[src/rtl/segpt_pkg.sv]
package segpt_pkg;

    localparam int VA_W       = 18;
    localparam int SEG_W      = 2;
    localparam int VPN_W      = 4;
    localparam int OFF_W      = 12;
    localparam int PFN_W      = 8;
    localparam int PTE_DEPTH  = 64;

    localparam int NUM_SEGS   = 2 ** SEG_W;
    localparam int PTE_AW     = $clog2(PTE_DEPTH);
    localparam int BOUND_W    = VPN_W + 1;
    localparam int PA_W       = PFN_W + OFF_W;
    localparam int SEG_LSB    = OFF_W + VPN_W;

    typedef enum logic [1:0] {
        ACC_READ  = 2'd0,
        ACC_WRITE = 2'd1,
        ACC_EXEC  = 2'd2,
        ACC_RSVD  = 2'd3
    } acc_e;

    typedef struct packed {
        logic [PFN_W-1:0] pfn;
        logic             valid;
        logic             r;
        logic             w;
        logic             x;
    } pte_t;

    localparam int PTE_W = $bits(pte_t);

    typedef struct packed {
        logic [PTE_AW-1:0]  base;
        logic [BOUND_W-1:0] bound;
    } seg_cfg_t;

    typedef struct packed {
        logic             over;
        acc_e             acc;
        logic [OFF_W-1:0] off;
    } xl_stage_t;

    function automatic logic acc_allowed(input pte_t e, input acc_e a);
        case (a)
            ACC_READ:  return e.r;
            ACC_WRITE: return e.w;
            ACC_EXEC:  return e.x;
            default:   return 1'b0;
        endcase
    endfunction

endpackage

[src/rtl/segpt_seg_table.sv]
module segpt_seg_table
    import segpt_pkg::*;
(
    input  logic               clk,
    input  logic               rst,
    input  logic               we,
    input  logic [SEG_W-1:0]   wsel,
    input  logic [PTE_AW-1:0]  wbase,
    input  logic [BOUND_W-1:0] wbound,
    input  logic [SEG_W-1:0]   rsel,
    output seg_cfg_t           rcfg
);

    seg_cfg_t cfg_q [NUM_SEGS];

    for (genvar g = 0; g < NUM_SEGS; g++) begin : g_seg
        always_ff @(posedge clk) begin
            if (rst) begin
                cfg_q[g] <= '0;
            end else if (we && (wsel == SEG_W'(g))) begin
                cfg_q[g].base  <= wbase;
                cfg_q[g].bound <= wbound;
            end
        end
    end

    assign rcfg = cfg_q[rsel];

    a_r3_bound_cleared: assert property (@(posedge clk)
        disable iff (rst) $past(rst) |-> (rcfg.bound == '0));

endmodule

[src/rtl/segpt_pte_mem.sv]
module segpt_pte_mem
    import segpt_pkg::*;
(
    input  logic              clk,
    input  logic              rst,
    input  logic              we,
    input  logic [PTE_AW-1:0] waddr,
    input  pte_t              wdata,
    input  logic [PTE_AW-1:0] raddr,
    output pte_t              rdata
);

    pte_t mem [PTE_DEPTH];

    always_ff @(posedge clk) begin
        if (rst) begin
            for (int i = 0; i < PTE_DEPTH; i++) mem[i] <= '0;
            rdata <= '0;
        end else begin
            if (we) mem[waddr] <= wdata;
            rdata <= mem[raddr];
        end
    end

    a_r9_write_lands: assert property (@(posedge clk)
        disable iff (rst) we |=> (mem[$past(waddr)] == $past(wdata)));

endmodule

[src/rtl/segpt_perm_check.sv]
module segpt_perm_check
    import segpt_pkg::*;
(
    input  pte_t             pte,
    input  xl_stage_t        st,
    output logic [PA_W-1:0]  pa,
    output logic             seg_f,
    output logic             prot_f
);

    always_comb begin
        pa     = '0;
        seg_f  = 1'b0;
        prot_f = 1'b0;
        if (st.over || !pte.valid) begin
            seg_f = 1'b1;
        end else if (!acc_allowed(pte, st.acc)) begin
            prot_f = 1'b1;
        end else begin
            pa = {pte.pfn, st.off};
        end
    end

endmodule

[src/rtl/segpt_xlate.sv]
module segpt_xlate
    import segpt_pkg::*;
(
    input  logic               clk,
    input  logic               rst,
    input  logic               cfg_pte_we,
    input  logic [PTE_AW-1:0]  cfg_pte_idx,
    input  logic [PTE_W-1:0]   cfg_pte_data,
    input  logic               cfg_seg_we,
    input  logic [SEG_W-1:0]   cfg_seg_sel,
    input  logic [PTE_AW-1:0]  cfg_seg_base,
    input  logic [BOUND_W-1:0] cfg_seg_bound,
    input  logic               req_valid,
    input  logic [VA_W-1:0]    req_va,
    input  logic [1:0]         req_acc,
    output logic               rsp_valid,
    output logic [PA_W-1:0]    rsp_pa,
    output logic               rsp_segfault,
    output logic               rsp_protfault
);

    logic [SEG_W-1:0]  va_seg;
    logic [VPN_W-1:0]  va_vpn;
    seg_cfg_t          cur_cfg;
    logic [PTE_AW-1:0] pte_idx;
    xl_stage_t         st_d, st_q;
    logic              s1_valid;
    pte_t              pte_q;
    logic [PA_W-1:0]   chk_pa;
    logic              chk_seg, chk_prot;

    assign va_seg = req_va[VA_W-1:SEG_LSB];
    assign va_vpn = req_va[SEG_LSB-1:OFF_W];

    segpt_seg_table i_seg_table (
        .clk    (clk),
        .rst    (rst),
        .we     (cfg_seg_we),
        .wsel   (cfg_seg_sel),
        .wbase  (cfg_seg_base),
        .wbound (cfg_seg_bound),
        .rsel   (va_seg),
        .rcfg   (cur_cfg)
    );

    assign pte_idx = cur_cfg.base + PTE_AW'(va_vpn);

    segpt_pte_mem i_pte_mem (
        .clk   (clk),
        .rst   (rst),
        .we    (cfg_pte_we),
        .waddr (cfg_pte_idx),
        .wdata (pte_t'(cfg_pte_data)),
        .raddr (pte_idx),
        .rdata (pte_q)
    );

    always_comb begin
        st_d.over = ({1'b0, va_vpn} >= cur_cfg.bound);
        st_d.acc  = acc_e'(req_acc);
        st_d.off  = req_va[OFF_W-1:0];
    end

    always_ff @(posedge clk) begin
        if (rst) begin
            s1_valid <= 1'b0;
            st_q     <= '0;
        end else begin
            s1_valid <= req_valid;
            st_q     <= st_d;
        end
    end

    segpt_perm_check i_perm_check (
        .pte    (pte_q),
        .st     (st_q),
        .pa     (chk_pa),
        .seg_f  (chk_seg),
        .prot_f (chk_prot)
    );

    always_ff @(posedge clk) begin
        if (rst) begin
            rsp_valid     <= 1'b0;
            rsp_pa        <= '0;
            rsp_segfault  <= 1'b0;
            rsp_protfault <= 1'b0;
        end else begin
            rsp_valid     <= s1_valid;
            rsp_pa        <= s1_valid ? chk_pa : '0;
            rsp_segfault  <= s1_valid & chk_seg;
            rsp_protfault <= s1_valid & chk_prot;
        end
    end

    a_r7_one_fault: assert property (@(posedge clk)
        disable iff (rst) !(rsp_segfault && rsp_protfault));

    a_r7_quiet_idle: assert property (@(posedge clk)
        disable iff (rst) !rsp_valid |-> (!rsp_segfault && !rsp_protfault && rsp_pa == '0));

    a_r8_latency: assert property (@(posedge clk)
        disable iff (rst) req_valid |-> ##2 rsp_valid);

    a_r1_offset_kept: assert property (@(posedge clk)
        disable iff (rst) (rsp_valid && !rsp_segfault && !rsp_protfault)
            |-> (rsp_pa[OFF_W-1:0] == $past(req_va[OFF_W-1:0], 2)));

    a_r2_fault_zero_pa: assert property (@(posedge clk)
        disable iff (rst) (rsp_segfault || rsp_protfault) |-> (rsp_pa == '0));

endmodule

[config.mk]
export PLATFORM = sky130hd
export DESIGN_NAME = segpt_xlate
export DESIGN_NICKNAME = d
export VERILOG_FILES = /design/src/rtl/segpt_pkg.sv /design/src/rtl/segpt_seg_table.sv /design/src/rtl/segpt_pte_mem.sv /design/src/rtl/segpt_perm_check.sv /design/src/rtl/segpt_xlate.sv
export SDC_FILE = /design/constraint.sdc
export NUM_CORES = 1
export LEC_CHECK = 0
export ABC_AREA = 1
export ABC_CLOCK_PERIOD_IN_PS = 5900
export CAP_MARGIN = 40
export CORE_UTILIZATION = 45
export DETAILED_ROUTE_END_ITERATION = 16
export PLACE_DENSITY = 0.72
export SYNTH_ARGS = -nofsm -noshare
export SYNTH_HDL_FRONTEND = slang
export SYNTH_SLANG_ARGS = --single-unit
[constraint.sdc]
create_clock -name clk -period 5.9 [get_ports clk]
set_input_delay 1.77 -clock clk [delete_from_list [all_inputs] [get_ports clk]]
set_output_delay 1.77 -clock clk [all_outputs]
set_load 0.03 [all_outputs]
* Word level (Yosys, flattened, before mapping) *
Memory sizes are Yosys's and may differ from the RTL's. A register that Yosys moved wholly into a read port is not among the register bits.
Cells that the tools add are included.

word-level totals
  memories kept = 2
  input bits = 56
  memory bits (writable) = 812
  logic and storage cells = 72
  output and inout port bits = 23
  register bits = 39

operators by class
  order comparisons = 1
  bitwise logic cells = 12
  mux-type cells = 33
  equal/unequal tests = 5
  reductions and logical operators = 10
  $add $sub $neg = 1

memories
  memory             depth  bits a word  rd ports  clocked after memory_dff  wr ports  RTL line               RTL
  i_pte_mem.mem      64     12           1         1                         64        segpt_pte_mem.sv:13    pte_t mem [PTE_DEPTH];
  i_seg_table.cfg_q  4      11           1         0                         4         segpt_seg_table.sv:14  seg_cfg_t cfg_q [NUM_SEGS];

operators with widths
  kind                                                                   number
  6-bit 2-to-1 mux                                                       5
  1-bit 2-to-1 mux                                                       22
  5-bit 2-to-1 mux                                                       4
  12-bit 2-to-1 mux                                                      1
  12-bit OR reduction                                                    1
  1-bit OR                                                               8
  6-bit by 4-bit adder with 6-bit output                                 1
  2-bit equality test, second input constant                             3
  4-bit by 5-bit >= comparator with 1-bit output                         1
  2-bit by 1-bit equality test with 1-bit output, second input constant  2
  1-bit logical AND                                                      4
  2-bit zero test                                                        2
  4-bit OR reduction                                                     1
  1-bit one-hot mux with 3 select lines                                  1
  1-bit bitwise AND                                                      2
  1-bit NOT                                                              2
  1-bit zero test                                                        1
  1-bit logical OR                                                       1

* Depth between registers and ports, before layout *
  word-level depth = 6
  gate-level depth with buffers = 20
  mapped depth without buffers = 15

* Modules after synthesis *
A second synthesis with hierarchy kept.

unflattened totals
  cells, all modules = 4123
  area total of the unflattened synthesis = 38913.6 µm²

modules (own cells, without submodules)
  module            seq. area each (µm²)  cells each  area each (µm²)  instances
  segpt_pte_mem     23302.3               3649        35016.1          1
  segpt_seg_table   1321.3                248         2152.1           1
  segpt_xlate       780.7                 164         1422.6           1
  segpt_perm_check  0.0                   62          322.8            1

* Worst setup path after synthesis *
No wires, ideal clock.

  path kind = input -> register
  from = in req_va[16]
  to = reg i_pte_mem.rdata[6] (netlist name)
  stages = 20
  data arrival time = 4611 ps
  data required time = 5829 ps
  slack = 1219 ps
  cell sequence = inv_1 -> clkbuf_1 -> clkbuf_1 -> o21ai_0 -> o22ai_1 -> ha_1 -> inv_1 -> fa_1 -> buf_2 -> clkinv_1 -> clkbuf_1 -> clkbuf_1 -> nand3_1 -> nand2_1 -> nand2_1 -> nand2_1 -> nand2_1 -> nand3_1 -> nand3_1 -> a21oi_1

on the way
  word-level cells in the longest chain between the ends = 2

ends and longest elaborated chain
  element                                 RTL line           RTL
  start: declaration                      segpt_xlate.sv:14  input logic [VA_W-1:0] req_va,
  memory 4 x 11 bit                       n/a
  6-bit by 4-bit adder with 6-bit output  segpt_xlate.sv:46  assign pte_idx = cur_cfg.base + PTE_AW'(va_vpn);

No other way between the ends.
A chain may end at the register's enable or synchronous reset.

* Final worst setup path *
  from = in req_va[17]
  to = reg i_pte_mem.rdata[8] (netlist name)

on the way
  word-level cells in the longest chain between the ends = 2

ends and longest elaborated chain
  element                                 RTL line
  memory 4 x 11 bit                       n/a
  6-bit by 4-bit adder with 6-bit output  segpt_xlate.sv:46

No other way between the ends.

==> metrics.cfg <==
[routing]
routedWlPerCell_um=20.09
dr.pass1.iters=6
wl_um=114500
drt.antenna.violating_nets=0
drt_iter0_drc=4051
viasPerCell=5.397
num_vias=30758
drc=0

[finish]
fin_nets=4531
area_delta_synth_final_pct=10.75
fillers=7975
final_util_pct=50.65
final_area_um2=45030
drive_above_1_share_pct=5.271
n_antenna_cell=0

[synth]
ys_types=29
synthArstFlopShare_pct=0
yosys-top-cells-count=nand2_1 (1150), nor2_1 (1035), edfxtp_1 (812), inv_1 (504), nand3_1 (477)
synth_top_area_share_pct=59.97
yosysMostFrequentCell=nand2_1
synth_seq_cells=863
yosysTopAreaCell=edfxtp_1
syn_area_um2=40660
synth_nets=4593
yosys-top-cells-area=edfxtp_1 (60%), nand2_1 (11%), nor2_1 (9.6%)
yosys_warnings=0
synth_edf_count=812
synth_cells=4528
ys_seq_area_share_pct=62.48
synth_flop_cell=edfxtp_1
avgSynthCellArea_um2=8.980

[setup_path]
cp_max_fo=97
worstSetupPathType=in2reg
startpoint_type=input port
crit_cells=16
crit_slowest_cell=fa_4
crit_arrival_ps=5850
reg2reg_from=i_seg_table.cfg_q[1][5]$_SDFFCE_PN0P_
cp_top_family=buffers and inverters
worstRegToRegCells=14
critPathMostFrequentCell=nand2_1
r2r-end=i_pte_mem.rdata[8]$_SDFF_PP0_
cp-end-kind=flop
cp-startpoint=req_va[17]
reg2reg_slack_ps=2240
worstPathRequired_ps=6510
path_cells=clkdlybuf4s50_1 > inv_1 > o21ai_0 > o22ai_1 > ha_4 > inv_1 > fa_4 > buf_12 > nand3_1 > nand2_1 > nand2_1 > nand2_1 > nand2_1 > nand3_1 > nand3_1 > a21oi_1
endpoint=i_pte_mem.rdata[8]$_SDFF_PP0_
max_stage_delay_ps=890
critPathBufInv=4

[clock_network]
root_buffer=clkbuf_16
clock_latency_ps=680
cts_max_level=3
cts_max_path_buffers=3
cts_resized=0
post_cts_buffers=0
cts_sinks=863
cts_hold_buf=0
cts_inserted_buffers=88
cts_tree=done
clk_pin_slew_worst_paths_ps=60

[power]
p_per_area_nw_per_um2=344.4
p_comb_share_pct=19.8
power_mw=15.51
swShare_pct=30.53
power.switching_mw=4.735
ir_drop_uv=206.2
p_clk_share_pct=34.3
p_seq_share_pct=46.0
internal-power_mw=10.77
p_leak_nw=19.38

[floorplan]
dieArea_um2=91560
die_y_um=302.6
ios=79
coreArea_um2=88920
num_rows=109
die_w_um=302.6
start_util_pct=45.73

[global_route]
grt_start_max_net_pins=179
grt_pass1_vias=29103
track_usage_pct=25.12
grt_pass1_wl_um=174500
grt_overflow=0
antenna_found_initial=0

[timing]
finalSetupTns_ps=0
final_max_slew_viol_count=0
setup_viol=0
period_share_pct=88.79
period_minus_slack_ps=5239
worst_slew_pin_slew_ps=996.0
fmax_mhz=190.9
hold_viol=0
rsz0062_at_grt=no
slew_headroom_pct=33.60
clock_skew_ps=35.01
worst_hold_slack_ps=408.5

[placed_design]
place_congestion=0.9316
post_dp_cell_area_um2=42350
post-dp-hpwl_um=70790
io_buffers=78

[run]
drv_cap=0

[outcome]
status=completed

[worst_hold_path]
hold_path_class=reg2reg
whs_path_depth=2

## placed cells by master (no fill, tap or decap), drive strengths merged
| cell | Yosys | final |
|---|---|---|
| o22ai | 4 | 4 |
| clkinv | 1 | 44 |
| a21oi | 20 | 20 |
| xor2 | 2 | 2 |
| clkdlybuf4s50 | 0 | 78 |
| nand3b | 2 | 2 |
| ha | 8 | 8 |
| buf | 128 | 92 |
| a21o | 1 | 1 |
| nand3 | 477 | 477 |
| a32oi | 1 | 1 |
| nor2 | 1035 | 1035 |
| nand4 | 4 | 4 |
| xnor2 | 2 | 2 |
| a32o | 3 | 3 |
| inv | 517 | 511 |
| edfxtp | 812 | 812 |
| o21ai | 97 | 97 |
| nor4 | 8 | 8 |
| fa | 1 | 1 |
| bufinv | 0 | 1 |
| o31ai | 1 | 1 |
| dfxtp | 51 | 51 |
| nand2 | 1150 | 1150 |
| nor3 | 9 | 9 |
| clkbuf | 167 | 120 |
## layer usage
layer	part of all wire, %	track usage [%]
met3	11	4.941
met5	0	0
met4	5.0	12.00
met2	45	39.13
met1	38	33.80
## worst reg2reg max path, stage by stage, from the launching register on
cell and delay (ps):
edfxtp_1 340, o21ai_0 100, o22ai_1 260, ha_4 190
inv_1 50, fa_4 890, buf_12 360, nand3_1 370
nand2_1 100, nand2_1 50, nand2_1 140, nand2_1 70
nand3_1 270, nand3_1 230, a21oi_1 190
## power groups by stage
stage | Clock, mW | Sequential [mW] | Combinational, mW
after detailed placement | 0 | 7.25 | 2.97
after CTS | 5.34 | 7.13 | 2.98
after global placement | 0 | 7.24 | 2.95
final | 5.32 | 7.13 | 3.06
after global routing | 5.57 | 7.16 | 3.28
after floorplan | 0 | 7.21 | 1.85
## cell families (layout without fill, tap and decap cells)
logic type,after synthesis,count (layout),share of synthesized area (%)
and+or+nand+nor,2685,2685,26.67
DFF,863,863,62.48
buffers and inverters,840,846,8.837
AOI/OAI and AO/OA,127,127,1.634
adders and majority gates,9,9,0.2954
xor gates and xnor gates,4,4,0.08617
## worst min-delay path by stage
stage                       start              endpoint  slack, ps
6_report       st_q[6]$_SDFF_PP0_  rsp_pa[6]$_SDFF_PP0_        410
5_1_grt        st_q[0]$_SDFF_PP0_  rsp_pa[0]$_SDFF_PP0_        420
4_1_cts        st_q[3]$_SDFF_PP0_  rsp_pa[3]$_SDFF_PP0_        410
3_5_place_dp   st_q[3]$_SDFF_PP0_  rsp_pa[3]$_SDFF_PP0_        400
3_3_place_gp   st_q[2]$_SDFF_PP0_  rsp_pa[2]$_SDFF_PP0_        390
2_1_floorplan  st_q[0]$_SDFF_PP0_  rsp_pa[0]$_SDFF_PP0_        390
## state kept, by name (all words and copies together), names as in the netlist
register and flops:
s1_valid 1, i_pte_mem.rdata 12, rsp_protfault 1, rsp_segfault 1, i_pte_mem.mem 768, rsp_valid 1
st_q 15, i_seg_table.cfg_q 44, rsp_pa 20
## metrics by stage
stage | worst slack (ps) | std cells
2_1_floorplan | 1219 | 4528
3_3_place_gp | 184.2 | 5531
3_5_place_dp | 197.7 | 5541
4_1_cts | 883.5 | 5699
5_1_grt | 539.1 | 5699
6_report | 661.3 | 5699
## area by class of cell
cell class                 count  area, µm²  area share (%)
clock inverter                38      257.7          0.5723
multi-input combinational   2825      11740           26.06
sequential                   863      25400           56.41
inverter                     518       1973           4.381
tap                         1165       1458           3.237
clock buffer                 120       2430           5.395
timing repair buffer         170       1777           3.945
(Power assumes the default switching activity.)
